### src/rtl/ptw_pkg.sv
package ptw_pkg;

   typedef enum logic [1:0] {
      ACC_READ  = 2'b00,
      ACC_WRITE = 2'b01,
      ACC_FETCH = 2'b10
   } acc_e;

   typedef enum logic [1:0] {
      W_IDLE,
      W_RD,
      W_WAIT,
      W_DONE
   } wstate_e;

   localparam int PTE_V       = 0;
   localparam int PTE_R       = 1;
   localparam int PTE_W       = 2;
   localparam int PTE_X       = 3;
   localparam int PTE_U       = 4;
   localparam int PTE_PPN_LSB = 10;
   localparam int PTE_BYTES_LG = 3;

endpackage

### src/rtl/ptw_vaddr_split.sv
module ptw_vaddr_split #(
   parameter int VA_W   = 39,
   parameter int LEVELS = 3,
   parameter int IDX_W  = 9,
   parameter int OFF_W  = 12
) (
   input  logic [63:0]                   vaddr,
   output logic [LEVELS-1:0][IDX_W-1:0]  idx,
   output logic                          canonical
);
   localparam int HI_W = 64 - VA_W + 1;

   generate
      for (genvar l = 0; l < LEVELS; l++) begin : g_idx
         assign idx[l] = vaddr[OFF_W + l*IDX_W +: IDX_W];
      end
   endgenerate

   // upper bits, including the top translated bit, must be a sign extension
   logic [HI_W-1:0] hi_bits;
   assign hi_bits   = vaddr[63:VA_W-1];
   assign canonical = (&hi_bits) | ~(|hi_bits);

   logic unused_off;
   assign unused_off = ^vaddr[OFF_W-1:0];

endmodule

### src/rtl/ptw_pte_decode.sv
module ptw_pte_decode
   import ptw_pkg::*;
#(
   parameter int LEVELS = 3,
   parameter int IDX_W  = 9,
   parameter int OFF_W  = 12,
   parameter int PPN_W  = 44,
   parameter int PA_W   = 56,
   parameter int LVL_W  = 2
) (
   input  logic [63:0]       pte,
   input  logic [LVL_W-1:0]  level,
   input  logic [1:0]        access,
   input  logic              user_mode,
   input  logic [PA_W-1:0]   vaddr,
   output logic              fault,
   output logic              leaf_ok,
   output logic              next_ok,
   output logic [PA_W-1:0]   paddr
);
   logic [PPN_W-1:0] ppn;
   assign ppn = pte[PTE_PPN_LSB +: PPN_W];

   logic [LEVELS-1:0][PA_W-1:0] pa_lvl;
   logic [LEVELS-1:0]           mis_lvl;

   // one physical-address candidate and one alignment test per level
   generate
      for (genvar l = 0; l < LEVELS; l++) begin : g_lvl
         localparam int KEEP = OFF_W + l*IDX_W;
         assign pa_lvl[l] = {ppn[PPN_W-1:l*IDX_W], vaddr[KEEP-1:0]};
         if (l == 0) begin : g_base
            assign mis_lvl[l] = 1'b0;
         end else begin : g_super
            assign mis_lvl[l] = |ppn[l*IDX_W-1:0];
         end
      end
   endgenerate

   logic v, r, w, x, u, is_leaf, perm_ok, priv_ok, bad_enc;

   always_comb begin
      v = pte[PTE_V];
      r = pte[PTE_R];
      w = pte[PTE_W];
      x = pte[PTE_X];
      u = pte[PTE_U];
      is_leaf = r | w | x;
      case (acc_e'(access))
         ACC_WRITE: perm_ok = w;
         ACC_FETCH: perm_ok = x;
         default:   perm_ok = r;
      endcase
      priv_ok = user_mode ? u : ~u;
      bad_enc = ~v | (w & ~r);
      if (bad_enc)
         fault = 1'b1;
      else if (is_leaf)
         fault = ~perm_ok | ~priv_ok | mis_lvl[level];
      else
         fault = (level == '0);
      leaf_ok = ~fault & is_leaf;
      next_ok = ~fault & ~is_leaf;
      paddr   = pa_lvl[level];
   end

   logic unused_pte;
   assign unused_pte = ^{pte[63:PTE_PPN_LSB+PPN_W], pte[PTE_PPN_LSB-1:PTE_U+1]};

endmodule

### src/rtl/sv39_walker.sv
module sv39_walker
   import ptw_pkg::*;
#(
   parameter int VA_W       = 39,
   parameter int LEVELS     = 3,
   parameter int IDX_W      = 9,
   parameter int OFF_W      = 12,
   parameter int PPN_W      = 44,
   parameter int PA_W       = 56,
   parameter int XLATE_MODE = 8
) (
   input  logic              clk,
   input  logic              rst_n,
   input  logic [63:0]       xlate_ctrl,
   input  logic              req_valid,
   output logic              req_ready,
   input  logic [63:0]       req_vaddr,
   input  logic [1:0]        req_access,
   input  logic              req_user,
   output logic              mem_req_valid,
   input  logic              mem_req_ready,
   output logic [PA_W-1:0]   mem_req_addr,
   input  logic              mem_rsp_valid,
   input  logic [63:0]       mem_rsp_data,
   output logic              rsp_valid,
   output logic [PA_W-1:0]   rsp_paddr,
   output logic [7:0]        rsp_flags,
   output logic              rsp_fault
);
   localparam int LVL_W   = (LEVELS > 1) ? $clog2(LEVELS) : 1;
   localparam int TOP_LVL = LEVELS - 1;
   localparam int PAD_W   = PA_W - IDX_W - PTE_BYTES_LG;

   // elaboration-time parameter checks
   generate
      if (VA_W != LEVELS*IDX_W + OFF_W) begin : g_bad_va
         $error("VA_W must equal LEVELS*IDX_W+OFF_W");
      end
      if (PA_W != PPN_W + OFF_W) begin : g_bad_pa
         $error("PA_W must equal PPN_W+OFF_W");
      end
      if (PA_W > 64 || PPN_W + PTE_PPN_LSB > 64 || PPN_W > 60) begin : g_bad_w
         $error("PPN does not fit the entry or control word");
      end
      if (XLATE_MODE > 15) begin : g_bad_mode
         $error("XLATE_MODE must fit four bits");
      end
   endgenerate

   wstate_e          st_q;
   logic [63:0]      va_q;
   logic [1:0]       acc_q;
   logic             usr_q;
   logic [PA_W-1:0]  base_q, pa_q;
   logic [7:0]       fl_q;
   logic             flt_q;
   logic [LVL_W-1:0] lvl_q;

   logic [63:0]                  va_sel;
   logic [LEVELS-1:0][IDX_W-1:0] idx;
   logic                         canon;
   logic [IDX_W-1:0]             idx_cur;
   logic                         mode_xlate, accept;
   logic                         dec_fault, dec_leaf, dec_next;
   logic [PA_W-1:0]              dec_pa;

   assign va_sel = (st_q == W_IDLE) ? req_vaddr : va_q;

   ptw_vaddr_split #(
      .VA_W(VA_W), .LEVELS(LEVELS), .IDX_W(IDX_W), .OFF_W(OFF_W)
   ) u_split (
      .vaddr(va_sel), .idx(idx), .canonical(canon)
   );

   ptw_pte_decode #(
      .LEVELS(LEVELS), .IDX_W(IDX_W), .OFF_W(OFF_W),
      .PPN_W(PPN_W), .PA_W(PA_W), .LVL_W(LVL_W)
   ) u_dec (
      .pte(mem_rsp_data), .level(lvl_q), .access(acc_q), .user_mode(usr_q),
      .vaddr(va_q[PA_W-1:0]), .fault(dec_fault), .leaf_ok(dec_leaf),
      .next_ok(dec_next), .paddr(dec_pa)
   );

   assign mode_xlate    = (xlate_ctrl[63:60] == 4'(XLATE_MODE));
   assign req_ready     = (st_q == W_IDLE);
   assign accept        = req_valid & req_ready;
   assign idx_cur       = idx[lvl_q];
   assign mem_req_valid = (st_q == W_RD);
   assign mem_req_addr  = base_q + {{PAD_W{1'b0}}, idx_cur, {PTE_BYTES_LG{1'b0}}};
   assign rsp_valid     = (st_q == W_DONE);
   assign rsp_paddr     = pa_q;
   assign rsp_flags     = fl_q;
   assign rsp_fault     = flt_q;

   always_ff @(posedge clk) begin
      if (!rst_n) begin
         st_q   <= W_IDLE;
         va_q   <= '0;
         acc_q  <= '0;
         usr_q  <= 1'b0;
         base_q <= '0;
         pa_q   <= '0;
         fl_q   <= '0;
         flt_q  <= 1'b0;
         lvl_q  <= '0;
      end else begin
         case (st_q)
            W_IDLE: begin
               if (req_valid) begin
                  va_q   <= req_vaddr;
                  acc_q  <= req_access;
                  usr_q  <= req_user;
                  lvl_q  <= LVL_W'(TOP_LVL);
                  base_q <= {xlate_ctrl[PPN_W-1:0], {OFF_W{1'b0}}};
                  pa_q   <= '0;
                  fl_q   <= '0;
                  flt_q  <= 1'b0;
                  if (!mode_xlate) begin
                     pa_q <= req_vaddr[PA_W-1:0];
                     st_q <= W_DONE;
                  end else if (!canon) begin
                     flt_q <= 1'b1;
                     st_q  <= W_DONE;
                  end else begin
                     st_q <= W_RD;
                  end
               end
            end
            W_RD: begin
               if (mem_req_ready) st_q <= W_WAIT;
            end
            W_WAIT: begin
               if (mem_rsp_valid) begin
                  if (dec_fault) begin
                     flt_q <= 1'b1;
                     st_q  <= W_DONE;
                  end else if (dec_leaf) begin
                     pa_q <= dec_pa;
                     fl_q <= mem_rsp_data[7:0];
                     st_q <= W_DONE;
                  end else begin
                     base_q <= {mem_rsp_data[PTE_PPN_LSB +: PPN_W], {OFF_W{1'b0}}};
                     lvl_q  <= lvl_q - 1'b1;
                     st_q   <= W_RD;
                  end
               end
            end
            W_DONE:  st_q <= W_IDLE;
            default: st_q <= W_IDLE;
         endcase
      end
   end

   logic unused_ctrl;
   assign unused_ctrl = ^xlate_ctrl[59:PPN_W];

   // assertions
   p_req_hold_r11: assert property (@(posedge clk) disable iff (!rst_n)
      mem_req_valid && !mem_req_ready |=> mem_req_valid && $stable(mem_req_addr));

   p_single_walk_r11: assert property (@(posedge clk) disable iff (!rst_n)
      accept |=> !req_ready);

   p_bare_r3: assert property (@(posedge clk) disable iff (!rst_n)
      accept && !mode_xlate |=> rsp_valid && !rsp_fault && !mem_req_valid);

   p_noncanon_r2: assert property (@(posedge clk) disable iff (!rst_n)
      accept && mode_xlate && !canon |=> rsp_valid && rsp_fault && !mem_req_valid);

   p_descend_r4: assert property (@(posedge clk) disable iff (!rst_n)
      (st_q == W_WAIT) && mem_rsp_valid && dec_next |=>
         mem_req_valid && (lvl_q == $past(lvl_q) - 1'b1));

   p_lvl0_ptr_r8: assert property (@(posedge clk) disable iff (!rst_n)
      (st_q == W_WAIT) && mem_rsp_valid && (lvl_q == '0) |-> !dec_next);

   p_fault_clean_r11: assert property (@(posedge clk) disable iff (!rst_n)
      rsp_valid && rsp_fault |-> (rsp_paddr == '0) && (rsp_flags == '0));

endmodule

### config.mk
export PLATFORM = sky130hd
export DESIGN_NAME = sv39_walker
export DESIGN_NICKNAME = d
export VERILOG_FILES = /design/src/rtl/ptw_pkg.sv /design/src/rtl/ptw_vaddr_split.sv /design/src/rtl/ptw_pte_decode.sv /design/src/rtl/sv39_walker.sv
export SDC_FILE = /design/constraint.sdc
export NUM_CORES = 1
export LEC_CHECK = 0
export BUFFER_PORTS_ARGS = -buffer_cell sky130_fd_sc_hd__buf_2
export CAP_MARGIN = 20
export CORE_MARGIN = 1.5
export CORE_UTILIZATION = 54
export DETAILED_ROUTE_END_ITERATION = 10
export GPL_TIMING_DRIVEN = 1
export PLACE_DENSITY = 0.89
export SLEW_MARGIN = 40
export SYNTH_ARGS = -nofsm -noshare
export SYNTH_HDL_FRONTEND = slang
export SYNTH_SLANG_ARGS = --single-unit
### constraint.sdc
create_clock -name clk -period 8 [get_ports clk]
set_clock_uncertainty 0.15 [all_clocks]
set_input_delay 1.2 -clock clk [delete_from_list [all_inputs] [get_ports clk]]
set_output_delay 1.2 -clock clk [all_outputs]
set_load 0.02 [all_outputs]
Word-level counts from Yosys, hierarchy flattened
Cells that the tools add are included.
{ "word_totals": {"elab_cells": 98, "regBits": 192} }
{ "op_classes": {"mux": 46, "bitwise_logic": 15, "n_eq_ne": 13, "n_addsub": 2, "reduce_logical": 12, "magnitude_cmp": 1} }
{ "ops": {"columns": ["cell", "n"], "rows": [
  ["$mux 56", 10],
  ["$pmux 56 s2", 2],
  ["$bmux 56 s2", 1],
  ["$mux 64", 1],
  ["$add 56x12->56", 1],
  ["$mux 8", 4],
  ["$reduce_and 26->1", 1],
  ["$reduce_or 26->1", 1],
  ["$mux 2", 11],
  ["$bmux 9 s2", 1],
  ["$reduce_or 18->1", 1],
  ["$pmux 8 s2", 1],
  ["$ne 2x2->1 const B", 6],
  ["$reduce_and 5->1", 2],
  ["$mux 1", 9],
  ["$mux 9", 1],
  ["$reduce_or 9->1", 1],
  ["$pmux 2 s4", 1],
  ["$not 1->1", 7],
  ["$eq 2x2->1 const B", 3],
  ["$or 1x1->1", 6],
  ["$eq 2x1->1 const B", 2],
  ["$eq 4x4->1 const B", 1],
  ["$logic_not 2->1", 2],
  ["11 further kinds", 13]
]} }

Depth between registers and ports, before layout
{ "logic_depth": {"depth_word": 13, "mapped_depth": 11, "mapped_depth_nobuf": 7} }

Cells and area by module
Synthesis repeated with hierarchy kept, for this count alone.
{ "unflattened": {"cells_unflattened": 1174, "area_unflattened_um2": 9925.8} }
{ "by_module_without_submodules": {"columns": ["module", "area_each_um2", "instances", "seq_area_each_um2", "cells_each"], "rows": [
  ["sv39_walker", 8852.2, 1, 3603.5, 996],
  ["ptw_pte_decode", 750.7, 1, 0.0, 132],
  ["ptw_vaddr_split", 322.8, 1, 0.0, 46]
]} }

Worst setup path after synthesis
Ideal clock, no wire load.
{ "synth_path": {"kind": "input to output", "start": "input req_vaddr[28]", "end": "output mem_req_addr[10]", "cell_stages": 3, "path_buffers": 0, "arrival_ns": 1.935, "path_slack_ns": 4.715, "path_cell_list": "mux4_2 > nand2_1 > o21ai_0"} }
{ "synth_via": {"elab_chain_cells": 4} }
{ "synth_lines": {"columns": ["item", "line", "source"], "rows": [
  ["start, declared", "sv39_walker.sv:17", "input logic [63:0] req_vaddr,"],
  ["$mux 64", "sv39_walker.sv:67", "assign va_sel = (st_q == W_IDLE) ? req_vaddr : va_q;"],
  ["$bmux 9 s2", "sv39_walker.sv:87", "assign idx_cur = idx[lvl_q];"],
  ["$mux 9 (not written as such)", "sv39_walker.sv:87", null],
  ["$add 56x12->56", "sv39_walker.sv:89", "assign mem_req_addr = base_q + {{PAD_W{1'b0}}, idx_cur, {PTE_BYTES_LG{1'b0}}};"],
  ["end, declared", "sv39_walker.sv:22", "output logic [PA_W-1:0] mem_req_addr,"]
]} }
No other way between the ends. The select of a mux whose other input is x is not followed.

Worst setup path after layout
{ "layout_path": {"start": "register st_q[1]", "end": "output mem_req_addr[5]"} }
{ "layout_via": {"elab_chain_cells": 5} }
{ "layout_lines": {"columns": ["item", "line", "source"], "rows": [
  ["start, declared", "sv39_walker.sv:50", "wstate_e st_q;"],
  ["start signal, assigned", "sv39_walker.sv:97", "st_q <= W_IDLE;"],
  ["start signal, assigned", "sv39_walker.sv:120", "st_q <= W_DONE;"],
  ["start signal, assigned", "sv39_walker.sv:123", "st_q <= W_DONE;"],
  ["$logic_not 2->1", "sv39_walker.sv:67", null],
  ["$mux 64", "sv39_walker.sv:67", null],
  ["$bmux 9 s2", "sv39_walker.sv:87", null],
  ["$mux 9 (not written as such)", "sv39_walker.sv:87", null],
  ["$add 56x12->56", "sv39_walker.sv:89", null]
]} }
No other way between the ends. The select of a mux whose other input is x is not followed.

==> flow_summary.yaml <==
run_status:
  status: "finished clean"
floorplan:
  io_pins: 324
  num_rows: 46
  placeableCoreArea_sq_um: 15800
  start_util_pct: 54.9
  dieArea_sq_um: 16800
  die_y_um: 130
  chipWidth_um: 130
yosys:
  ys.flop_type: "dfxtp_1"
  syn_inst: 1075
  yosys_register_bits: 180
  seq_area_frac_synth_pct: 41.6
  yosysWarnings: 0
  syn_area_sq_um: 8650
  synth_area_per_cell_sq_um: 8.05
  synth_edf_count: 0
  async_reset_ff_share_pct: 0
  synth.distinct_cells: 47
drt:
  drc_errors: 0
  vias_per_cell: 5.81
  vias: 8914
  wl_um: 26900
  wl_per_cell_um: 17.5
  drtPass1Iterations: 5
  drt_iter0_markers: 807
  ant_nets: 0
critical_path:
  cp-end-kind: "output port"
  cp.arrival_ps: 2530
  crit_required_ps: 6650
  path_max_fanout: 20
  cp-start-kind: "flip-flop"
  worstSetupPathType: "reg -> out"
clock_network:
  cts_tree: "done"
  cts_buffer_depth: 2
  cts_resized: 0
  root_buffer: "clkbuf_16"
  clk_pin_slew_ps: 60
  hold_buffers: 0
  clk_latency_ps: 430
  clock_sinks: 180
  htreeDepth: 4
  numCtsBuffers: 17
  post_cts_buffers: 0
power:
  finalPower_mw: 2.69
  p_leak_nw: 4.95
  peakVddDrop_v: 0.000150
  power_density_nw_per_um2: 250
sta:
  finalHoldViolCount: 0
  tightestPinTransition_ps: 772
  final_max_slew_viol_count: 0
  max_freq_mhz: 258
  rsz0062_at_grt: "no"
  max-slew-margin-rel_pct: 48.6
  final.period_utilization_pct: 48.5
  fin_setup_tns_ps: 0
  setup_viol: 0
  setup_ws_ps: 4120
  min_period_ps: 3880
global_route:
  antenna_found_initial: 1
  grt_max_degree: 116
  grt_pass1_wl_um: 40600
  overflow: 0
  top_usage_layer: "met2"
  grt_pass1_vias: 8051
  grtUsageTotal_pct: 31.1
  grtUsageMet2_pct: 50.6
  met1_usage_pct: 38.3
  met3_usage_pct: 8.34
placement:
  place_congestion: 0.903
  dp_hpwl_um: 18600
  post-place-ws_ps: 4360
  portBuffers: 292
worst_hold_path:
  hp-class: "reg -> reg"
layout:
  fill_cells: 1300
  finalNetCount: 1508
  synthToLayoutAreaGrowth_pct: 24.4
  layout-drive-gt1-share_pct: 27.7
job:
  cap_violations: 0
-- cell usage in the layout, fill, tap and decap left out, drive strengths merged, types with 15 or more instances in the layout --
| cell type | n |
|---|---|
| a311oi | 47 |
| nor4 | 18 |
| clkbuf | 25 |
| nand2 | 371 |
| buf | 303 |
| a22o | 56 |
| nor2 | 55 |
| nand4 | 15 |
| dfxtp | 180 |
| mux2i | 74 |
| a21oi | 72 |
-- final timing paths --
path	startpoint	end	slack, ps	depth (start not counted)
max reg2reg	lvl_q[1]	base_q[46]	4720	8
min reg2reg	rsp_paddr[9]	rsp_paddr[9]	300	2
max	st_q[1]	mem_req_addr[5]	4120	6
min	rsp_paddr[9]	rsp_paddr[9]	300	2
-- logic make-up after synthesis --
logic type,after synthesis,share of synthesized area (%)
AOI/OAI and AO/OA,224,18.9
and+or+nand+nor,483,23.0
DFF,180,41.6
muxes,83,10.9
other,1,0.0433
adders and majority gates,3,0.434
xor gates and xnor gates,1,0.101
buffers and inverters,100,4.96
-- power breakdown --
part	internal [mW]	switching, mW	total, mW
logic	0.298	0.504	0.802
clock network	0.470	0.346	0.816
registers	1.00	0.0716	1.08
total	1.77	0.922	2.69
-- layout make-up --
type | count | area (sq um) | share of cell area [%]
clock inverters | 6 | 70.1 | 0.651
multi-input cells | 797 | 4700 | 43.7
repair buffers | 303 | 1570 | 14.6
inverters | 6 | 30.0 | 0.279
diodes | 2 | 5.00 | 0.0465
well taps | 216 | 270 | 2.51
clock buffers | 25 | 505 | 4.70
flip-flops and latches | 180 | 3610 | 33.5
-- per-stage QoR --
step,hold slack [ps],area [sq um],utilization [%],instances
2_1_floorplan,286,8660,-,1077
3_3_place_gp,291,10100,64.2,1500
3_5_place_dp,298,10200,64.5,1502
4_1_cts,307,10800,68.2,1533
5_1_grt,322,10800,68.2,1534
6_report,302,10800,68.2,1535
-- metal layers --
metal	part of all wire, %	vias to the layer above
li1	-	4227
met1	40	4152
met2	47	459
met3	8.9	76
met4	3.9	0
met5	0	-
-- critical path: stages (launching register included) --
cell and delay [ps]:
dfxtp_1 520, nor2_2 240, buf_4 370, mux4_2 550, nand2_1 100, o21ai_0 110, buf_2 190
-- cells in the mapped netlist (2+ instances only) --
cell         n  share of area (%)
inv_2        2              0.087
mux4_2       9                2.3
inv_1        3               0.13
nand4_1     15                1.1
nor4_1      16                1.2
nor4_4       2               0.49
nand2b_1     6               0.43
nor3_1       6               0.35
o21ai_0     12               0.69
a311oi_1    47                4.8
a21oi_1     72                4.2
nor2_1      55                2.4
buf_2       25                1.4
buf_4        4               0.35
nor2b_1      2               0.14
dfxtp_1    180                 42
ha_1         3               0.43
buf_1        2              0.087
nand3_1      4               0.23
nand2_1    371                 16
mux2i_1     74                8.6
a22o_1      56                5.7
a32o_2       7               0.91
and2_1       2               0.14
o2bb2ai_1    9               0.91
o22ai_1      9               0.65
clkbuf_1    62                2.7
-- state kept, by name, summed over array words and instances, names as in the netlist --
signal,cells
st_q,2
base_q,44
lvl_q,2
usr_q,1
acc_q,2
rsp_flags,8
rsp_fault,1
va_q,64
rsp_paddr,56
Power figures use the tool's default switching activity.
